===== config.mk =====
export PLATFORM = sky130hd
export DESIGN_NAME = duplex_guard
export DESIGN_NICKNAME = d
export VERILOG_FILES = /design/src/rtl/dg_pkg.sv /design/src/rtl/dg_arbiter.sv /design/src/rtl/dg_replica_fsm.sv /design/src/rtl/dg_err_counter.sv /design/src/rtl/duplex_guard.sv
export SDC_FILE = /design/constraint.sdc
export NUM_CORES = 1
export LEC_CHECK = 0
export CAP_MARGIN = 10
export CORE_MARGIN = 2
export CORE_UTILIZATION = 49
export DETAILED_ROUTE_END_ITERATION = 16
export PLACE_DENSITY = 0.84
export SYNTH_ARGS = -nofsm -noshare
export SYNTH_HDL_FRONTEND = slang
export SYNTH_SLANG_ARGS = --single-unit

===== constraint.sdc =====
create_clock -name clk -period 4.9 [get_ports clk]
set_input_delay 1.47 -clock clk [delete_from_list [all_inputs] [get_ports clk]]
set_output_delay 1.47 -clock clk [all_outputs]
set_load 0.1 [all_outputs]

===== src/rtl/dg_pkg.sv =====
`timescale 1ns/100ps
package dg_pkg;
    typedef enum logic [1:0] {
        RS_ACTIVE = 2'd0,
        RS_REQ    = 2'd1,
        RS_BUSY   = 2'd2,
        RS_RESYNC = 2'd3
    } rep_state_e;

    localparam logic [1:0] CHK_HEALTHY = 2'b10;

    function automatic logic chk_healthy(input logic [1:0] code);
        return code == CHK_HEALTHY;
    endfunction
endpackage


===== src/rtl/dg_arbiter.sv =====
`timescale 1ns/100ps
module dg_arbiter
    import dg_pkg::*;
#(
    parameter int W = 16
) (
    input  logic          in_valid,
    input  logic          halt,
    input  logic [W-1:0]  word_a,
    input  logic [W-1:0]  word_b,
    input  logic [1:0]    healthy,
    input  rep_state_e    st_a,
    input  rep_state_e    st_b,
    output logic          fwd_valid,
    output logic [W-1:0]  fwd_word,
    output logic          unres,
    output logic [1:0]    fault,
    output logic [1:0]    rejoin,
    output logic          fatal
);
    logic [1:0] act;
    logic [1:0] rsy;
    logic       same;

    always_comb begin
        act  = {st_b == RS_ACTIVE, st_a == RS_ACTIVE};
        rsy  = {st_b == RS_RESYNC, st_a == RS_RESYNC};
        same = (word_a == word_b);
        fwd_valid = 1'b0;
        fwd_word  = word_a;
        unres     = 1'b0;
        fault     = 2'b00;
        rejoin    = 2'b00;
        fatal     = 1'b0;
        if (in_valid && !halt) begin
            if (act == 2'b11) begin
                unique case (healthy)
                    2'b11: begin
                        if (same) fwd_valid = 1'b1;
                        else      unres     = 1'b1;
                    end
                    2'b01: begin
                        fwd_valid = 1'b1;
                        fault[1]  = 1'b1;
                    end
                    2'b10: begin
                        fwd_valid = 1'b1;
                        fwd_word  = word_b;
                        fault[0]  = 1'b1;
                    end
                    default: unres = 1'b1;
                endcase
            end else if (act[0]) begin
                if (healthy[0]) begin
                    fwd_valid = 1'b1;
                    if (rsy[1]) begin
                        if (healthy[1] && same) rejoin[1] = 1'b1;
                        else                    fault[1]  = 1'b1;
                    end
                end else begin
                    fatal = 1'b1;
                end
            end else if (act[1]) begin
                fwd_word = word_b;
                if (healthy[1]) begin
                    fwd_valid = 1'b1;
                    if (rsy[0]) begin
                        if (healthy[0] && same) rejoin[0] = 1'b1;
                        else                    fault[0]  = 1'b1;
                    end
                end else begin
                    fatal = 1'b1;
                end
            end
        end
    end
endmodule


===== src/rtl/dg_replica_fsm.sv =====
`timescale 1ns/100ps
module dg_replica_fsm
    import dg_pkg::*;
(
    input  logic       clk,
    input  logic       rst_n,
    input  logic       halt,
    input  logic       fault,
    input  logic       rejoin,
    input  logic       ack,
    input  logic       done,
    output rep_state_e state,
    output logic       req
);
    typedef struct packed {
        rep_state_e st;
    } fsm_s;

    fsm_s fsm_d, fsm_q;

    always_comb begin
        fsm_d = fsm_q;
        if (!halt) begin
            unique case (fsm_q.st)
                RS_ACTIVE: if (fault) fsm_d.st = RS_REQ;
                RS_REQ:    if (ack)   fsm_d.st = RS_BUSY;
                RS_BUSY:   if (done)  fsm_d.st = RS_RESYNC;
                RS_RESYNC: begin
                    if (rejoin)     fsm_d.st = RS_ACTIVE;
                    else if (fault) fsm_d.st = RS_REQ;
                end
                default: fsm_d.st = RS_ACTIVE;
            endcase
        end
    end

    always_ff @(posedge clk or negedge rst_n) begin
        if (!rst_n) fsm_q <= '{st: RS_ACTIVE};
        else        fsm_q <= fsm_d;
    end

    assign state = fsm_q.st;
    assign req   = (fsm_q.st == RS_REQ) && !halt;
endmodule


===== src/rtl/dg_err_counter.sv =====
`timescale 1ns/100ps
module dg_err_counter #(
    parameter int CNT_W = 4
) (
    input  logic             clk,
    input  logic             rst_n,
    input  logic             inc,
    output logic [CNT_W-1:0] count
);
    localparam logic [CNT_W-1:0] CNT_MAX = {CNT_W{1'b1}};

    logic [CNT_W-1:0] cnt_d, cnt_q;

    always_comb begin
        cnt_d = cnt_q;
        if (inc && cnt_q != CNT_MAX) cnt_d = cnt_q + 1'b1;
    end

    always_ff @(posedge clk or negedge rst_n) begin
        if (!rst_n) cnt_q <= '0;
        else        cnt_q <= cnt_d;
    end

    assign count = cnt_q;
endmodule


===== src/rtl/duplex_guard.sv =====
`timescale 1ns/100ps
module duplex_guard
    import dg_pkg::*;
#(
    parameter int W     = 16,
    parameter int CNT_W = 4
) (
    input  logic             clk,
    input  logic             rst_n,
    input  logic             in_valid,
    input  logic [W-1:0]     a_word,
    input  logic [1:0]       a_chk,
    input  logic [W-1:0]     b_word,
    input  logic [1:0]       b_chk,
    output logic             out_valid,
    output logic [W-1:0]     out_word,
    output logic             unresolved,
    output logic             sys_fail,
    output logic [1:0]       cfg_req,
    input  logic [1:0]       cfg_ack,
    input  logic [1:0]       cfg_done,
    output logic [CNT_W-1:0] a_errs,
    output logic [CNT_W-1:0] b_errs
);
    localparam int NREP = 2;

    typedef struct packed {
        logic         vld;
        logic [W-1:0] word;
        logic         unres;
        logic         sfail;
    } out_s;

    out_s out_d, out_q;

    logic [1:0]      healthy;
    rep_state_e      st [NREP];
    logic [1:0]      fault, rejoin;
    logic            fwd_valid, unres_c, fatal;
    logic [W-1:0]    fwd_word;
    logic [CNT_W-1:0] errs [NREP];

    assign healthy = {chk_healthy(b_chk), chk_healthy(a_chk)};

    dg_arbiter #(.W(W)) u_arb (
        .in_valid (in_valid),
        .halt     (out_q.sfail),
        .word_a   (a_word),
        .word_b   (b_word),
        .healthy  (healthy),
        .st_a     (st[0]),
        .st_b     (st[1]),
        .fwd_valid(fwd_valid),
        .fwd_word (fwd_word),
        .unres    (unres_c),
        .fault    (fault),
        .rejoin   (rejoin),
        .fatal    (fatal)
    );

    for (genvar i = 0; i < NREP; i++) begin : g_rep
        logic counted;
        assign counted = in_valid && !out_q.sfail && !healthy[i]
                       && (st[i] == RS_ACTIVE || st[i] == RS_RESYNC);

        dg_replica_fsm u_fsm (
            .clk   (clk),
            .rst_n (rst_n),
            .halt  (out_q.sfail),
            .fault (fault[i]),
            .rejoin(rejoin[i]),
            .ack   (cfg_ack[i]),
            .done  (cfg_done[i]),
            .state (st[i]),
            .req   (cfg_req[i])
        );

        dg_err_counter #(.CNT_W(CNT_W)) u_cnt (
            .clk  (clk),
            .rst_n(rst_n),
            .inc  (counted),
            .count(errs[i])
        );
    end

    always_comb begin
        out_d       = out_q;
        out_d.vld   = fwd_valid;
        out_d.unres = unres_c;
        out_d.sfail = out_q.sfail | fatal;
        if (fwd_valid) out_d.word = fwd_word;
    end

    always_ff @(posedge clk or negedge rst_n) begin
        if (!rst_n) out_q <= '0;
        else        out_q <= out_d;
    end

    assign out_valid  = out_q.vld;
    assign out_word   = out_q.word;
    assign unresolved = out_q.unres;
    assign sys_fail   = out_q.sfail;
    assign a_errs     = errs[0];
    assign b_errs     = errs[1];
endmodule


== Word level (Yosys, flattened, before mapping) ==
Index checks and enable logic that the tools add are counted.

* Word-level logic and storage cells: 109
* Register bits after elaboration: 31
* Output and inout port bits: 29

* $add $sub $neg: 2
* Bitwise operators: 2
* Muxes and demuxes: 57
* Equal/unequal tests: 19
* Reduce and logical (&&, ||, !) cells: 21

{| class="wikitable"
|+ Operator list
! kind !! number
|-
| $mux 16 || 5
|-
| $mux 1 || 36
|-
| $mux 2 || 12
|-
| $eq 2x2->1 const B || 9
|-
| $eq 16x16->1 || 1
|-
| $pmux 2 s4 || 2
|-
| $logic_and 1x1->1 || 11
|-
| $add 4x1->4 const B || 2
|-
| $ne 2x2->1 const B || 4
|-
| $ne 4x4->1 const B || 2
|-
| $eq 2x1->1 const B || 3
|-
| $reduce_and 3->1 || 2
|-
| $logic_not 2->1 || 2
|-
| $pmux 1 s2 || 2
|-
| $logic_not 1->1 || 3
|-
| $logic_or 1x1->1 || 2
|-
| $reduce_or 2->1 || 1
|-
| $not 1->1 || 1
|-
| $or 1x1->1 || 1
|}

== Longest topological paths before layout ==
Gate-level depths: netlist (run 1).

* Depth in word-level cells: 12
* Depth in mapped cells: 9

== Hierarchy ==
Synthesis (run 1) repeated with hierarchy kept, for this count alone.

* Cell total of the unflattened synthesis: 186
* Area, all modules: 2104.5 µm²

{| class="wikitable"
|+ By module, submodules not included
! module !! cells each !! seq. area each (µm²) !! instances !! area an instance (µm²)
|-
| duplex_guard || 45 || 475.5 || 1 || 777.0
|-
| dg_arbiter || 81 || 0.0 || 1 || 704.4
|-
| dg_replica_fsm || 12 || 50.0 || 2 || 111.4
|-
| dg_err_counter (g_rep[0].u_cnt) || 20 || 100.1 || 1 || 210.2
|-
| dg_err_counter (g_rep[1].u_cnt) || 16 || 100.1 || 1 || 190.2
|}

== Worst setup path after synthesis (run 1) ==
No wires, ideal clock.

* Path kind: input to register
* Start: input a_chk[1]
* End: register out_q, in the netlist out_word[4]
* Cell stages on the path: 8
* Path buffers: 1
* Arrival: 3.455 ns
* Required time: 4.774 ns
* Path slack: 1.319 ns
* Cells stage by stage: nor2b_1 inv_1 ha_1 o21ai_1 or2_2 buf_2 mux2_2 mux2_4

* Word-level cells in the longest chain between the ends: 6
* Elaborated cells on any way between the ends: 13

{| class="wikitable"
|+ Ends and longest elaborated chain
! what !! line !! source
|-
| from (decl) || duplex_guard.sv:12 || <nowiki>input logic [1:0] a_chk,</nowiki>
|-
| $eq 2x2->1 * || dg_pkg.sv:13 || <nowiki>return code == CHK_HEALTHY;</nowiki>
|-
| $eq 2x2->1 / $eq 2x1->1 (equally long branches) || dg_arbiter.sv:37 || <nowiki>unique case (healthy)</nowiki>
|-
| $reduce_or 2->1 (no line) || -- ||
|-
| $pmux 1 s2 || dg_arbiter.sv:37 ||
|-
| $mux 1 || dg_arbiter.sv:36 || <nowiki>if (act == 2'b11) begin</nowiki>
|-
| $mux 1 || dg_arbiter.sv:35 || <nowiki>if (in_valid && !halt) begin</nowiki>
|-
| to (signal assigned) || duplex_guard.sv:96 || <nowiki>else out_q <= out_d;</nowiki>
|-
| to (decl) || duplex_guard.sv:34 || <nowiki>out_s out_d, out_q;</nowiki>
|}

Every way passes the cells marked *; elsewhere a longest branch is shown, timed or not.
A chain may end at the register's enable or synchronous reset.

== Final worst setup path (run 1) ==
* Start: input a_chk[1]
* End: register out_q, in the netlist out_word[7]

The elaborated chain is that of the path after synthesis.

==> impl_summary.log, run 1 <==
INFO  metric ff_latch_area = 775.7 sq um
INFO  metric antenna_found_initial = 0
INFO  metric clock_sinks = 31
INFO  metric postCtsResizedCells = 0
INFO  metric cellPowerDensity = 487.5 nW/um^2
INFO  metric clock_latency_on_the_worst_skew_pair = 0.29 ns
INFO  metric global_route.usage.total = 0.1952
INFO  metric drt_iter0_markers = 57
INFO  metric worst_ep_required_time = 5.07 ns
INFO  metric routability_cong = 0.8340
INFO  metric post_route_cells_drive_above_1_share = 0.1839
INFO  metric totalNegativeSetupSlack = 0 ns
INFO  metric synth_top_cell_area_share = 0.3699
INFO  metric min-delay-path-class = flip-flop to flip-flop
INFO  metric placementRows = 23
INFO  metric instances_no_fill = 311
INFO  metric synthTopCellsByArea = sky130_fd_sc_hd__dfrtp_1, sky130_fd_sc_hd__mux2_2, sky130_fd_sc_hd__ha_1, sky130_fd_sc_hd__xnor2_1, sky130_fd_sc_hd__mux2_4
INFO  metric run_status = completed
INFO  metric chipWidth = 69.42 um
INFO  metric clock-root-buffer = sky130_fd_sc_hd__clkbuf_8
INFO  metric globalRoute.totalOverflow = 0
INFO  metric fillerInstances = 312
INFO  metric clock_skew = 0.01050 ns
INFO  metric power = 1.423 mW
INFO  metric layout.cell_area.non_filler = 2919 sq um
INFO  metric wp_data_arrival = 4.22 ns
INFO  metric buffer_ports.inserted = 71
INFO  metric synth.largest_area_cell = sky130_fd_sc_hd__dfrtp_1
INFO  metric grt_setup_unrepaired = no
INFO  metric seq_area_frac_synth = 0.3699
INFO  metric mean_instance_size_in_the_synthesized_netlist = 11.21 sq um
INFO  metric num-nets-final = 318
INFO  metric synthesis.nets = 245
INFO  metric final.period_utilization = 0.8253
INFO  metric detailedPlacementHpwl = 3.532 mm
INFO  metric drc_errors = 0
INFO  metric regToRegSetupSlack = 2.33 ns
INFO  metric hold_ws = 0.4921 ns
INFO  metric max_slew.worst_pin.slew = 1.001 ns
INFO  metric firstDrtPassIters = 4
INFO  metric placed_cell_area = 2834 sq um
INFO  metric die_area = 4819 sq um
INFO  metric max-clock-path-buffers = 2
INFO  metric worst_setup_hold_path_clk_slew = 0.07 ns
INFO  metric detail_route.wl_per_cell = 14.77 um
INFO  metric worstSetupStartpointType = input pin
INFO  metric die_y = 69.42 um
INFO  metric post-route-min-period = 4.044 ns
INFO  metric cts_tree = built
INFO  metric wire_length_of_the_first_global_routing_pass = 7.659 mm
INFO  metric post-cts-setup-buffer-count = 0
INFO  metric slew_headroom = 0.3303
INFO  metric postRouteAntennaNets = 0
INFO  metric clock_tree.htree_level_count = 2
INFO  metric multi_input_comb_area = 1221 sq um
INFO  metric syn-instance-count = 187
INFO  metric critPathMaxFanout = 11
INFO  metric dpl_worst_slack = 0.5689 ns
INFO  metric leakage_power = 1.233 nW
INFO  metric cts-buffers-inserted = 5
INFO  metric fp.coreArea = 4058 sq um
INFO  metric timing.final.ws_setup = 0.8559 ns
INFO  metric finalWirelength = 4.595 mm
INFO  metric hold_viol = 0
INFO  metric first_global_vias = 1,622
INFO  metric synth-seq-cells = 31
INFO  metric final_cell_mix = sky130_fd_sc_hd__clkdlybuf4s50_1, sky130_fd_sc_hd__dfrtp_1, sky130_fd_sc_hd__mux2_2
INFO  metric placedCellCount = 303
INFO  metric antennaDiodeCount = 0
INFO  metric cts_hold_buffers = 0
INFO  metric worst_ir_drop_vdd = 395.9 uV
INFO  metric finish.utilization = 0.7194
INFO  metric io_pins = 72
INFO  metric detailroute.via_count = 1,608
INFO  metric leading_cell_type_in_the_layout_fill_and_taps_excluded = sky130_fd_sc_hd__clkdlybuf4s50_1
INFO  metric largest_net_degree_at_the_start_of_global_routing = 32
INFO  metric synth.distinct_cells = 40
INFO  metric syn2layout_area_growth = 39.20%
INFO  metric synthesis.yosys.warnings = 0
INFO  metric achievable-frequency = 0.2473 GHz
INFO  metric timing.final.max_slew_violations = 0
INFO  metric start_util = 0.5168
INFO  metric max_cap_violations = 0
INFO  metric synth_area = 2097 sq um
INFO  metric critical_path_class = input pin to flip-flop
INFO  metric vias_per_cell = 5.170
INFO  metric finalSetupViolations = 0
INFO  metric worst_setup_path_end_kind = flip-flop
final cells by class:
class / count / area share
Inverter: 13 / 0.01672
Clock inverter: 2 / 0.004286
Tap cell: 50 / 0.02143
Multi-Input combinational cell: 136 / 0.4183
Sequential cell: 31 / 0.2658
Timing Repair Buffer: 73 / 0.2486
Clock buffer: 6 / 0.02486
Yosys cell counts:
library cell,count
sky130_fd_sc_hd__nor4_4,1
sky130_fd_sc_hd__nor2b_1,4
sky130_fd_sc_hd__o311ai_0,1
sky130_fd_sc_hd__buf_4,2
sky130_fd_sc_hd__a21oi_1,4
sky130_fd_sc_hd__nand2_2,1
sky130_fd_sc_hd__nor4_1,3
sky130_fd_sc_hd__a221o_1,1
sky130_fd_sc_hd__xnor2_1,20
sky130_fd_sc_hd__nand4_1,6
sky130_fd_sc_hd__mux2_2,25
sky130_fd_sc_hd__a2111oi_0,1
sky130_fd_sc_hd__o21ai_1,1
sky130_fd_sc_hd__a211oi_4,1
sky130_fd_sc_hd__o31ai_1,1
sky130_fd_sc_hd__mux2_4,9
sky130_fd_sc_hd__or2_2,1
sky130_fd_sc_hd__a21o_1,2
sky130_fd_sc_hd__o21ai_0,5
sky130_fd_sc_hd__and3_1,3
sky130_fd_sc_hd__nand2b_1,1
sky130_fd_sc_hd__buf_2,1
sky130_fd_sc_hd__mux2i_1,1
sky130_fd_sc_hd__dfrtp_1,31
sky130_fd_sc_hd__a21boi_0,2
sky130_fd_sc_hd__nor3_1,2
sky130_fd_sc_hd__inv_1,13
sky130_fd_sc_hd__a31oi_1,1
sky130_fd_sc_hd__buf_12,1
sky130_fd_sc_hd__o32a_1,1
sky130_fd_sc_hd__or3_1,2
sky130_fd_sc_hd__or4_4,1
sky130_fd_sc_hd__a2bb2oi_1,2
sky130_fd_sc_hd__o21bai_1,1
sky130_fd_sc_hd__ha_1,15
sky130_fd_sc_hd__a211oi_1,2
sky130_fd_sc_hd__xor2_1,2
sky130_fd_sc_hd__nor2_1,6
sky130_fd_sc_hd__clkbuf_1,3
sky130_fd_sc_hd__nand2_1,7
routing by layer:
layer  GRT usage  routed length, um  vias up
met3     0.04942                210       15
met1      0.2495               2081      752
met2      0.3184               2185       40
met5           0                  0        -
li1            -                  -      801
met4     0.07190                117        0
final timing paths:
check | cells past startpoint | startpoint | endpoint
max reg2reg | 7 | g_rep[0].u_fsm.state[0]$_DFFE_PN0P_ | out_word[7]$_DFFE_PN0P_
min | 1 | g_rep[1].u_cnt.count[3]$_DFFE_PN0P_ | g_rep[1].u_cnt.count[3]$_DFFE_PN0P_
min reg2reg | 1 | g_rep[1].u_cnt.count[3]$_DFFE_PN0P_ | g_rep[1].u_cnt.count[3]$_DFFE_PN0P_
min in group asynchronous | 2 | rst_n | out_word[4]$_DFFE_PN0P_
max | 8 | a_chk[1] | out_word[7]$_DFFE_PN0P_
max in group asynchronous | 2 | rst_n | g_rep[0].u_fsm.state[1]$_DFFE_PN0P_
where the power goes:
part	internal [mW]	switching, mW
logic	0.250	0.594
registers	0.326	0.0540
clock network	0.0991	0.0996
flip-flops by register name (all words and copies together) (netlist names):
register,flops
sys_fail,1
unresolved,1
out_valid,1
g_rep.u_cnt.count,8
out_word,16
g_rep.u_fsm.state,4
critical path, stage by stage:
cell                              delay [ns]
sky130_fd_sc_hd__clkdlybuf4s50_1        0.44
sky130_fd_sc_hd__nor2b_1                0.41
sky130_fd_sc_hd__inv_1                  0.18
sky130_fd_sc_hd__ha_1                   0.28
sky130_fd_sc_hd__o21ai_1                0.42
sky130_fd_sc_hd__or2_2                  0.37
sky130_fd_sc_hd__mux2_2                 0.38
sky130_fd_sc_hd__mux2_4                 0.26
kinds of logic after synthesis:
group           after synthesis  share of synthesized area
compound gates               26                    0.09129
xor+xnor                     22                    0.09189
fa+ha+maj                    15                    0.08950
buf+inv                      20                    0.04773
flops                        31                     0.3699
mux                          35                     0.2035
simple gates                 38                     0.1062
Note: power is estimated with default switching activity, not from simulation.
==> run 2: changes to the inputs <==
- CORE_UTILIZATION: 49 -> 41
- PLACE_DENSITY: 0.84 -> 0.74
- clock period: 4.9 -> 3.35 ns (I/O delays scaled with it)
==> impl_summary.log, run 2 (synthesis gave the netlist of run 1 again) <==
INFO  metric grt_setup_unrepaired = no
INFO  metric wire_length_of_the_first_global_routing_pass = 7.603 mm (-0.73%)
INFO  metric detail_route.wl_per_cell = 13.65 um (-7.6%)
INFO  metric cell_internal_pwr = 0.9999 mW (+48%)
INFO  metric worstSetupStartpointType = input pin
INFO  metric final_cell_mix = sky130_fd_sc_hd__clkdlybuf4s50_1, sky130_fd_sc_hd__buf_4, sky130_fd_sc_hd__dfrtp_1
INFO  metric postCtsResizedCells = 0 (unchanged)
INFO  metric placementRows = 26 (+13%)
INFO  metric clock_skew = 0.005537 ns (-0.004963 ns)
INFO  metric hold_ws = 0.4943 ns (+0.002212 ns)
INFO  metric num-nets-final = 325 (+2.2%)
INFO  metric io_pins = 72 (unchanged)
INFO  metric seq_power_share = 0.266 (about the same)
INFO  metric die_area = 5703 sq um (+18%)
INFO  metric detailroute.via_count = 1,615 (+0.44%)
INFO  metric drc_errors = 0 (unchanged)
INFO  metric min-delay-path-class = flip-flop to flip-flop
INFO  metric antenna_found_initial = 0 (unchanged)
INFO  metric post-cts-setup-buffer-count = 0 (unchanged)
INFO  metric cellPowerDensity = 707.5 nW/um^2 (+45%)
INFO  metric cpMaxStageDelayCell = sky130_fd_sc_hd__clkdlybuf4s50_1
INFO  metric clock-root-buffer = sky130_fd_sc_hd__clkbuf_8
INFO  metric antennaDiodeCount = 0 (unchanged)
INFO  metric drt_iter0_markers = 53 (-7.0%)
INFO  metric finalSetupViolations = 0 (unchanged)
INFO  metric detailedPlacementHpwl = 3.543 mm (+0.33%)
INFO  metric critPathMaxFanout = 17 (+6)
INFO  metric fillerInstances = 461 (+48%)
INFO  metric worst_setup_hold_path_clk_slew = 0.07 ns (about the same)
INFO  metric final.period_utilization = 0.8835
INFO  metric dpl_worst_slack = 0.07940 ns (-0.4895 ns)
INFO  metric clock_latency_on_the_worst_skew_pair = 0.28 ns (about the same)
INFO  metric first_global_vias = 1,612 (-0.62%)
INFO  metric power = 2.091 mW (+47%)
INFO  metric route.top_layer_used = met4
INFO  metric critical_path_class = input pin to flip-flop
INFO  metric run_status = completed
INFO  metric postRouteAntennaNets = 0 (unchanged)
INFO  metric finish.utilization = 0.5899 (-0.1295)
INFO  metric global_route.usage.total = 0.1781 (-0.01705)
INFO  metric worst_ep_required_time = 3.52 ns (-1.55 ns)
INFO  metric timing.final.max_slew_violations = 0 (unchanged)
INFO  metric largest_net_degree_at_the_start_of_global_routing = 32 (unchanged)
INFO  metric leakage_power = 1.330 nW (+7.9%)
INFO  metric path_cells = clkdlybuf4s50_1 -> nor2b_1 -> inv_1 -> ha_1 -> and3_1 -> a211oi_4 -> buf_12 -> mux2_2
INFO  metric post-route-min-period = 2.960 ns
INFO  metric worst_path_largest_cell_delay = 0.44 ns (about the same)
INFO  metric post_route_cells_drive_above_1_share = 0.3172 (+0.1333)
INFO  metric met1Wirelength = 2.039 mm (-2.0%)
INFO  metric vias_per_cell = 4.778 (-7.6%)
INFO  metric buffer_ports.inserted = 71 (unchanged)
INFO  metric leading_cell_type_in_the_layout_fill_and_taps_excluded = sky130_fd_sc_hd__clkdlybuf4s50_1
INFO  metric net-switching-power = 1.091 mW (+46%)
INFO  metric met3_length = 161 um (-23%)
INFO  metric achievable-frequency = 0.3379 GHz
INFO  metric total_met2_wirelength_after_detailed_routing = 2.370 mm (+8.5%)
INFO  metric routability_cong = 0.8845 (+6.1%)
INFO  metric max-clock-path-buffers = 2 (unchanged)
INFO  metric comb_power_share = 0.576 (-0.017)
INFO  metric largest_reg_flops = 16 (unchanged)
INFO  metric timing.final.ws_setup = 0.3902 ns (-0.4657 ns)
INFO  metric max_slew.worst_pin.slew = 0.4270 ns (-0.5745 ns)
INFO  metric cts-buffers-inserted = 5 (unchanged)
INFO  metric max_cap_violations = 0 (unchanged)
INFO  metric totalNegativeSetupSlack = 0 ns (unchanged)
INFO  metric clock_tree.htree_level_count = 2 (unchanged)
INFO  metric cts_hold_buffers = 0 (unchanged)
INFO  metric wp_data_arrival = 3.13 ns (-1.09 ns)
INFO  metric fp.coreArea = 5010 sq um (+23%)
INFO  metric power_frac_clock = 0.158 (+0.018)
INFO  metric power_switching_share = 0.5217 (-0.003767)
INFO  metric globalRoute.totalOverflow = 0 (unchanged)
INFO  metric clock_sinks = 31 (unchanged)
INFO  metric cts_tree = built
INFO  metric worst_setup_path_end_kind = flip-flop
INFO  metric worst_ir_drop_vdd = 586.4 uV (+48%)
INFO  metric start_util = 0.4186 (-0.09822)
INFO  metric firstDrtPassIters = 4 (unchanged)
INFO  metric chipWidth = 75.52 um (+8.8%)
INFO  metric slew_headroom = 0.7127 (+0.3824)
INFO  metric hold_viol = 0 (unchanged)
INFO  metric finalWirelength = 4.615 mm (+0.44%)
INFO  metric die_y = 75.52 um (+8.8%)
INFO  metric syn2layout_area_growth = 40.93%
## run 2: cell count changes in the layout (fill, tap and decap cells not counted), sizes merged
cell and delta:
clkinv -1, buf +36, clkbuf +1, clkdlybuf4s50 -29
## run 2: critical path, delay by kind of cell
kind / cells / cell delay (ns)
simple gates: 2 / 0.42
mux: 1 / 0.34
compound gates: 1 / 0.27
fa+ha+maj: 1 / 0.30
buf+inv: 3 / 0.78
## run 2: final cells by class
cell class,count,area (sq um),share of cell area
Clock buffer,7,96.34,0.03260
Clock inverter,1,7.507,0.002540
Inverter,13,48.80,0.01651
Multi-Input combinational cell,136,1221,0.4132
Sequential cell,31,775.7,0.2625
Tap cell,70,87.58,0.02964
Timing Repair Buffer,80,718.2,0.2430
## run 2: power groups by stage
stage                     clock network (mW)  registers [mW]  logic, mW
final                                  0.330           0.555       1.21
after CTS                              0.340           0.558       1.21
after detailed placement                   0           0.561       1.21
after global routing                   0.359           0.573       1.26
after global placement                     0           0.561       1.20
after floorplan                            0            1.21      0.275
## run 2: metal layers
metal	track usage	vias up
met5	0	-
met4	0.06433	0
met3	0.03836	5
met2	0.3005	33
met1	0.2251	762
li1	-	815
## run 2: worst paths after layout
path / start / cells past startpoint / endpoint / slack (ns)
min in group asynchronous: rst_n / 2 / out_word[0]$_DFFE_PN0P_ / 1.11
max in group asynchronous: rst_n / 2 / g_rep[1].u_fsm.state[1]$_DFFE_PN0P_ / 1.95
worst max register to register: g_rep[0].u_fsm.state[0]$_DFFE_PN0P_ / 7 / out_word[4]$_DFFE_PN0P_ / 1.12
worst min register to register: g_rep[1].u_cnt.count[3]$_DFFE_PN0P_ / 1 / g_rep[1].u_cnt.count[3]$_DFFE_PN0P_ / 0.49
worst min-delay path: g_rep[1].u_cnt.count[3]$_DFFE_PN0P_ / 1 / g_rep[1].u_cnt.count[3]$_DFFE_PN0P_ / 0.49
worst max-delay path: b_chk[1] / 8 / out_word[15]$_DFFE_PN0P_ / 0.39
## run 2: metrics by stage
| step | cell area (sq um) | std cells |
|---|---|---|
| 2_1_floorplan | 2097 | 187 |
| 3_3_place_gp | 2851 | 330 |
| 3_5_place_dp | 2851 | 330 |
| 4_1_cts | 2955 | 338 |
| 5_1_grt | 2955 | 338 |
| 6_report | 2955 | 338 |
